==> src/rtl/nt_pkg.sv <==
package nt_pkg;

    // bit positions inside the settings nibble
    localparam int SET_EN_BIT   = 3;
    localparam int SET_MODE_BIT = 2;

    // bit positions inside the control nibble
    localparam int CTL_FLAG_BIT = 1;
    localparam int CTL_IE_BIT   = 0;

    typedef enum logic {
        IRQ_LEVEL = 1'b0,
        IRQ_PULSE = 1'b1
    } irq_mode_e;

    typedef enum logic [1:0] {
        SRC_FAST = 2'd0,
        SRC_SLOW = 2'd1,
        SRC_SEC  = 2'd2,
        SRC_MIN  = 2'd3
    } src_sel_e;

endpackage

==> src/rtl/nt_regs.sv <==
module nt_regs
    import nt_pkg::*;
#(
    parameter int CNT_W  = 8,
    parameter int NIB_W  = 4,
    parameter int SRC_W  = 2,
    parameter int ADDR_W = 3
) (
    input  logic              clk_i,
    input  logic              rst_ni,
    input  logic              wr_en_i,
    input  logic [ADDR_W-1:0] addr_i,
    input  logic [NIB_W-1:0]  wdata_i,
    output logic [CNT_W-1:0]  preset_o,
    output logic              en_o,
    output irq_mode_e         mode_o,
    output logic [SRC_W-1:0]  src_o,
    output logic              ie_o,
    output logic              load_o,
    output logic              flag_clr_o
);
    localparam int NUM_NIB = CNT_W / NIB_W;
    localparam int A_SET   = 2 * NUM_NIB;
    localparam int A_CTL   = 2 * NUM_NIB + 1;

    typedef struct packed {
        logic [CNT_W-1:0] preset;
        logic             en;
        irq_mode_e        mode;
        logic [SRC_W-1:0] src;
        logic             ie;
    } regs_t;

    regs_t reg_d, reg_q;
    logic  load_d, clr_d;

    always_comb begin
        reg_d  = reg_q;
        load_d = 1'b0;
        clr_d  = 1'b0;
        if (wr_en_i) begin
            for (int i = 0; i < NUM_NIB; i++) begin
                if (addr_i == ADDR_W'(i)) begin
                    reg_d.preset[i*NIB_W +: NIB_W] = wdata_i;
                end
            end
            if (addr_i == ADDR_W'(A_SET)) begin
                reg_d.en   = wdata_i[SET_EN_BIT];
                reg_d.mode = irq_mode_e'(wdata_i[SET_MODE_BIT]);
                reg_d.src  = wdata_i[SRC_W-1:0];
                load_d     = wdata_i[SET_EN_BIT] & ~reg_q.en;
            end
            if (addr_i == ADDR_W'(A_CTL)) begin
                reg_d.ie = wdata_i[CTL_IE_BIT];
                clr_d    = ~wdata_i[CTL_FLAG_BIT];
            end
        end
    end

    always_ff @(posedge clk_i or negedge rst_ni) begin
        if (!rst_ni) begin
            reg_q <= '0;
        end else begin
            reg_q <= reg_d;
        end
    end

    assign preset_o   = reg_q.preset;
    assign en_o       = reg_q.en;
    assign mode_o     = reg_q.mode;
    assign src_o      = reg_q.src;
    assign ie_o       = reg_q.ie;
    assign load_o     = load_d;
    assign flag_clr_o = clr_d;

endmodule

==> src/rtl/nt_counter.sv <==
module nt_counter #(
    parameter int CNT_W   = 8,
    parameter int NUM_SRC = 4,
    parameter int SRC_W   = 2
) (
    input  logic               clk_i,
    input  logic               rst_ni,
    input  logic [NUM_SRC-1:0] tick_i,
    input  logic [SRC_W-1:0]   src_i,
    input  logic               en_i,
    input  logic               load_i,
    input  logic [CNT_W-1:0]   preset_i,
    output logic [CNT_W-1:0]   count_o,
    output logic               expire_o
);
    localparam logic [CNT_W-1:0] CNT_ONE = CNT_W'(1);

    typedef struct packed {
        logic [CNT_W-1:0] count;
    } cnt_t;

    cnt_t cnt_d, cnt_q;
    logic tick_sel;
    logic step;
    logic expire_d;

    always_comb begin
        tick_sel = 1'b0;
        for (int i = 0; i < NUM_SRC; i++) begin
            if (src_i == SRC_W'(i)) begin
                tick_sel = tick_i[i];
            end
        end
        step     = en_i & tick_sel;
        expire_d = step & (cnt_q.count == CNT_ONE);

        cnt_d = cnt_q;
        if (load_i) begin
            cnt_d.count = preset_i;
        end else if (expire_d) begin
            cnt_d.count = preset_i;
        end else if (step) begin
            cnt_d.count = cnt_q.count - CNT_ONE;
        end
    end

    always_ff @(posedge clk_i or negedge rst_ni) begin
        if (!rst_ni) begin
            cnt_q <= '0;
        end else begin
            cnt_q <= cnt_d;
        end
    end

    assign count_o  = cnt_q.count;
    assign expire_o = expire_d;

endmodule

==> src/rtl/nt_irq.sv <==
module nt_irq
    import nt_pkg::*;
#(
    parameter int PULSE_CYCLES = 4
) (
    input  logic      clk_i,
    input  logic      rst_ni,
    input  logic      expire_i,
    input  logic      flag_clr_i,
    input  logic      ie_i,
    input  irq_mode_e mode_i,
    output logic      flag_o,
    output logic      irq_o
);
    localparam int PW = $clog2(PULSE_CYCLES + 1);
    localparam logic [PW-1:0] P_LEN = PW'(PULSE_CYCLES);

    typedef struct packed {
        logic          flag;
        logic [PW-1:0] pcnt;
    } irq_t;

    irq_t irq_d, irq_q;

    always_comb begin
        irq_d = irq_q;
        // expiry wins over a clearing write in the same cycle
        if (expire_i) begin
            irq_d.flag = 1'b1;
        end else if (flag_clr_i) begin
            irq_d.flag = 1'b0;
        end
        if (expire_i) begin
            irq_d.pcnt = P_LEN;
        end else if (irq_q.pcnt != '0) begin
            irq_d.pcnt = irq_q.pcnt - PW'(1);
        end
    end

    always_ff @(posedge clk_i or negedge rst_ni) begin
        if (!rst_ni) begin
            irq_q <= '0;
        end else begin
            irq_q <= irq_d;
        end
    end

    assign flag_o = irq_q.flag;
    assign irq_o  = ie_i & ((mode_i == IRQ_PULSE) ? (irq_q.pcnt != '0) : irq_q.flag);

endmodule

==> src/rtl/nib_timer.sv <==
module nib_timer
    import nt_pkg::*;
#(
    parameter  int CNT_W        = 8,
    parameter  int NIB_W        = 4,
    parameter  int NUM_SRC      = 4,
    parameter  int PULSE_CYCLES = 4,
    localparam int NUM_NIB      = CNT_W / NIB_W,
    localparam int ADDR_W       = $clog2(2 * NUM_NIB + 2)
) (
    input  logic               clk_i,
    input  logic               rst_ni,
    input  logic               wr_en_i,
    input  logic [ADDR_W-1:0]  addr_i,
    input  logic [NIB_W-1:0]   wdata_i,
    output logic [NIB_W-1:0]   rdata_o,
    input  logic [NUM_SRC-1:0] tick_i,
    output logic               irq_o
);
    localparam int SRC_W = $clog2(NUM_SRC);
    localparam int A_SET = 2 * NUM_NIB;
    localparam int A_CTL = 2 * NUM_NIB + 1;

    logic [CNT_W-1:0] preset;
    logic [CNT_W-1:0] count;
    logic             en;
    irq_mode_e        mode;
    logic [SRC_W-1:0] src;
    logic             ie;
    logic             load;
    logic             flag_clr;
    logic             expire;
    logic             flag;

    nt_regs #(
        .CNT_W (CNT_W),
        .NIB_W (NIB_W),
        .SRC_W (SRC_W),
        .ADDR_W(ADDR_W)
    ) u_regs (
        .clk_i     (clk_i),
        .rst_ni    (rst_ni),
        .wr_en_i   (wr_en_i),
        .addr_i    (addr_i),
        .wdata_i   (wdata_i),
        .preset_o  (preset),
        .en_o      (en),
        .mode_o    (mode),
        .src_o     (src),
        .ie_o      (ie),
        .load_o    (load),
        .flag_clr_o(flag_clr)
    );

    nt_counter #(
        .CNT_W  (CNT_W),
        .NUM_SRC(NUM_SRC),
        .SRC_W  (SRC_W)
    ) u_counter (
        .clk_i   (clk_i),
        .rst_ni  (rst_ni),
        .tick_i  (tick_i),
        .src_i   (src),
        .en_i    (en),
        .load_i  (load),
        .preset_i(preset),
        .count_o (count),
        .expire_o(expire)
    );

    nt_irq #(
        .PULSE_CYCLES(PULSE_CYCLES)
    ) u_irq (
        .clk_i     (clk_i),
        .rst_ni    (rst_ni),
        .expire_i  (expire),
        .flag_clr_i(flag_clr),
        .ie_i      (ie),
        .mode_i    (mode),
        .flag_o    (flag),
        .irq_o     (irq_o)
    );

    // read multiplexer
    always_comb begin
        rdata_o = '0;
        for (int i = 0; i < NUM_NIB; i++) begin
            if (addr_i == ADDR_W'(i)) begin
                rdata_o = preset[i*NIB_W +: NIB_W];
            end
            if (addr_i == ADDR_W'(NUM_NIB + i)) begin
                rdata_o = count[i*NIB_W +: NIB_W];
            end
        end
        if (addr_i == ADDR_W'(A_SET)) begin
            rdata_o[SET_EN_BIT]   = en;
            rdata_o[SET_MODE_BIT] = mode;
            rdata_o[SRC_W-1:0]    = src;
        end
        if (addr_i == ADDR_W'(A_CTL)) begin
            rdata_o[CTL_FLAG_BIT] = flag;
            rdata_o[CTL_IE_BIT]   = ie;
        end
    end

endmodule

==> config.mk <==
export PLATFORM = sky130hd
export DESIGN_NAME = nib_timer
export DESIGN_NICKNAME = d
export VERILOG_FILES = /design/src/rtl/nt_pkg.sv /design/src/rtl/nt_regs.sv /design/src/rtl/nt_counter.sv /design/src/rtl/nt_irq.sv /design/src/rtl/nib_timer.sv
export SDC_FILE = /design/constraint.sdc
export NUM_CORES = 1
export LEC_CHECK = 0
export BUFFER_PORTS_ARGS = -buffer_cell sky130_fd_sc_hd__buf_2
export CORE_UTILIZATION = 40
export CTS_CLUSTER_DIAMETER = 200
export DETAILED_ROUTE_END_ITERATION = 8
export PLACE_DENSITY = 0.56
export SLEW_MARGIN = 20
export SYNTH_ARGS = -nofsm -noshare
export SYNTH_HDL_FRONTEND = slang
export SYNTH_SLANG_ARGS = --single-unit
==> constraint.sdc <==
create_clock -name clk_i -period 2.3 [get_ports clk_i]
set_input_delay 0.46 -clock clk_i [delete_from_list [all_inputs] [get_ports clk_i]]
set_output_delay 0.46 -clock clk_i [all_outputs]
set_load 0.02 [all_outputs]
==> reports/summary.txt <==
Max stage delay on crit path = 0.47 ns
Setup TNS = 0 ns
FF+latch count, synth = 25
Die Ht = 63.52 µm
Buffers on Ports = 18
Syn_nets = 172
Startpoint types = flip-flop
Clk slew on worst S/H paths = 0.09 ns
Vias/cell = 5.633
DR vias = 1290
Dpl cells = 225
Period minus WS final = 2.143 ns
Power Total = 1.700 mW
CP Class = reg -> reg
Slew Viols, Final = 0
DIE WIDTH = 63.52 µm
Final Skew = 0.006197 ns
Register area share after synthesis = 41.32%
Synth warn = 0
Maximum clock rate = 0.4666 GHz
H-Tree Level Count = 1
Final Wtd Congestion = 0.8668
Final Setup Violations = 0
Worst reg2reg path depth = 6
Crit path buffers/inverters = 1
Crit Path Max Fanout = 4
Fin. Hold Viols = 0
Layout Nets = 202
Worst flop-to-flop path startpoint = u_counter.count_o[1]
P_leak = 0.7900 nW
Initial antenna violation count = 0
Post-DP HPWL = 2880 µm
Clock sink count = 25
Share of cells above drive strength 1 = 27.87%
N_diodes = 0
Synth unique cells = 43
Initial Utilization = 43.65%
R2r endpoint = u_counter.count_o[5]
Worst path required time = 2.46 ns
CTS tree = built
Max rail drop VDD = 0.4654 mV
Levels on crit path = 6
Worst-Skew Late Latency = 0.27 ns
Slew @ Worst Pin = 0.5768 ns
Total GRT Usage = 20.07%
Clock buffer depth = 2
Reg2Reg Setup Slack = 0.16 ns
GRT Residual Overflow = 0
First-pass GRT wire length = 6216 µm
Largest cells by area after synthesis = dfrtp_1, mux2i_1, mux2_2
Hold Path Class = in -> async
Routed wire length = 3742 µm
Yosys top cell area share = 41.32%
Largest net degree at the start of global routing = 26
Post-route DRC = 0
Root Buffer Master = clkbuf_8
Synth Flop Type = dfrtp_1
DIE AREA = 4035 µm²
Most common library cells after synthesis = dfrtp_1, nand2_1, inv_1, nor2_1
I/O Pins = 19
Asr flop ratio synth = 100.0%
Core Box Area = 3468 µm²
RSZ-0062 raised after global routing = false
Filler instances = 348
WL per Instance = 16.34 µm
Detail Route Antenna Nets = 0
Number of hold buffers added after CTS = 0
Area leader, netlist = dfrtp_1
# rows = 21
Crit path DAT = 2.31 ns
Top-count cell post-synth = dfrtp_1
Worst rel slew slack = 61.54%
Gate Count Post-Synth = 154
Worst path cell trace = inv_1 -> ha_1 -> or4b_4 -> or4_4 -> a21o_1 -> a222oi_1
Area Growth Syn to Fin = 17.44%
Final period util = 93.18%
Iter 0 DRT Violations = 57
MaxCap Viol Count = 0
CTS buffer count = 3
Post-synth EDFFs = 0
CP delay by family, top = simple AND/OR/NAND/NOR gates
Worst Setup End Kind = flip-flop
TritonRoute pass-1 iters = 4
Syn_area_per_cell = 9.831 µm²
Vias in the first global route = 1241
Pwr per Cell Area = 956.0 nW/µm²
Status = complete, no violations
Crit-path slowest cell = or4b_4
Syn Std Cell Area = 1514 µm²
Finished Layout Cells = 229
timing repair:
action / CTS / global route
setup buffers: 0 / 0
resized for setup: 0 / 1
setup endpoints to repair: 0 / 1
routing by layer:
| layer | GRT usage [%] | vias to the layer above | routed length [µm] |
|---|---|---|---|
| met5 | 0 | - | 0 |
| met4 | 3.693 | 0 | 17 |
| met3 | 3.986 | 2 | 182 |
| met2 | 31.65 | 33 | 1741 |
| met1 | 28.43 | 625 | 1801 |
| li1 | - | 630 | - |
registers in the layout, summed over array words and instances (netlist names):
name,flops
u_irq.irq_q,3
u_regs.mode_o,1
u_counter.count_o,8
u_regs.en_o,1
u_regs.src_o,2
u_regs.ie_o,1
u_regs.preset_o,8
u_irq.flag_o,1
how the worst max path moves through the flow:
stage / start / endpoint
floorplan: addr_i[0] / rdata_o[0]
global route: u_counter.count_o[1] / u_counter.count_o[6]
CTS: u_counter.count_o[1] / u_counter.count_o[6]
finish: u_counter.count_o[1] / u_counter.count_o[5]
detailed placement: u_counter.count_o[1] / u_counter.count_o[6]
global placement: u_counter.count_o[1] / u_counter.count_o[6]
kinds of logic after synthesis:
kind of cell	Yosys count	synth area share [%]
xor gates and xnor gates	1	0.5786
DFF	25	41.32
and+or+nand+nor	52	18.93
adders and majority gates	4	3.306
buffers and inverters	16	3.967
muxes	19	14.88
AOI/OAI and AO/OA	37	17.03
layout make-up:
class / count / area (µm²) / area share, %
Multi-Input combinational cell: 113 / 828.3 / 46.59
Tap cell: 46 / 57.56 / 3.237
Timing Repair Buffer: 30 / 180.2 / 10.13
Inverter: 11 / 41.29 / 2.322
Clock buffer: 4 / 45.04 / 2.533
Sequential cell: 25 / 625.6 / 35.19
placed cells by master (no fill, tap or decap), drive strengths merged, types with 6 or more instances in the layout:
cell and n:
mux2i 9, nor2 11, dfrtp 25, nand2 16
buf 30, o21ai 10, a21oi 6, inv 11
mux2 8
where the power goes:
part | leakage [nW] | internal [mW] | switching, mW
clock network | 0.0228 | 0.124 | 0.136
logic | 0.467 | 0.342 | 0.342
registers | 0.300 | 0.590 | 0.166
total | 0.790 | 1.06 | 0.644
metrics by stage:
stage	instance area (µm²)	util [%]	worst slack [ns]	hold WS, ns
after detailed placement	1733	49.96	0.1569	0.4981
after CTS	1778	51.26	0.1449	0.2020
after global placement	1733	49.96	0.1997	0.4914
after floorplan	1514	-	0.1538	0.1644
after global routing	1778	51.26	0.07861	0.2162
final	1778	51.26	0.1569	0.1737
Note: power is estimated with default switching activity, not from simulation.
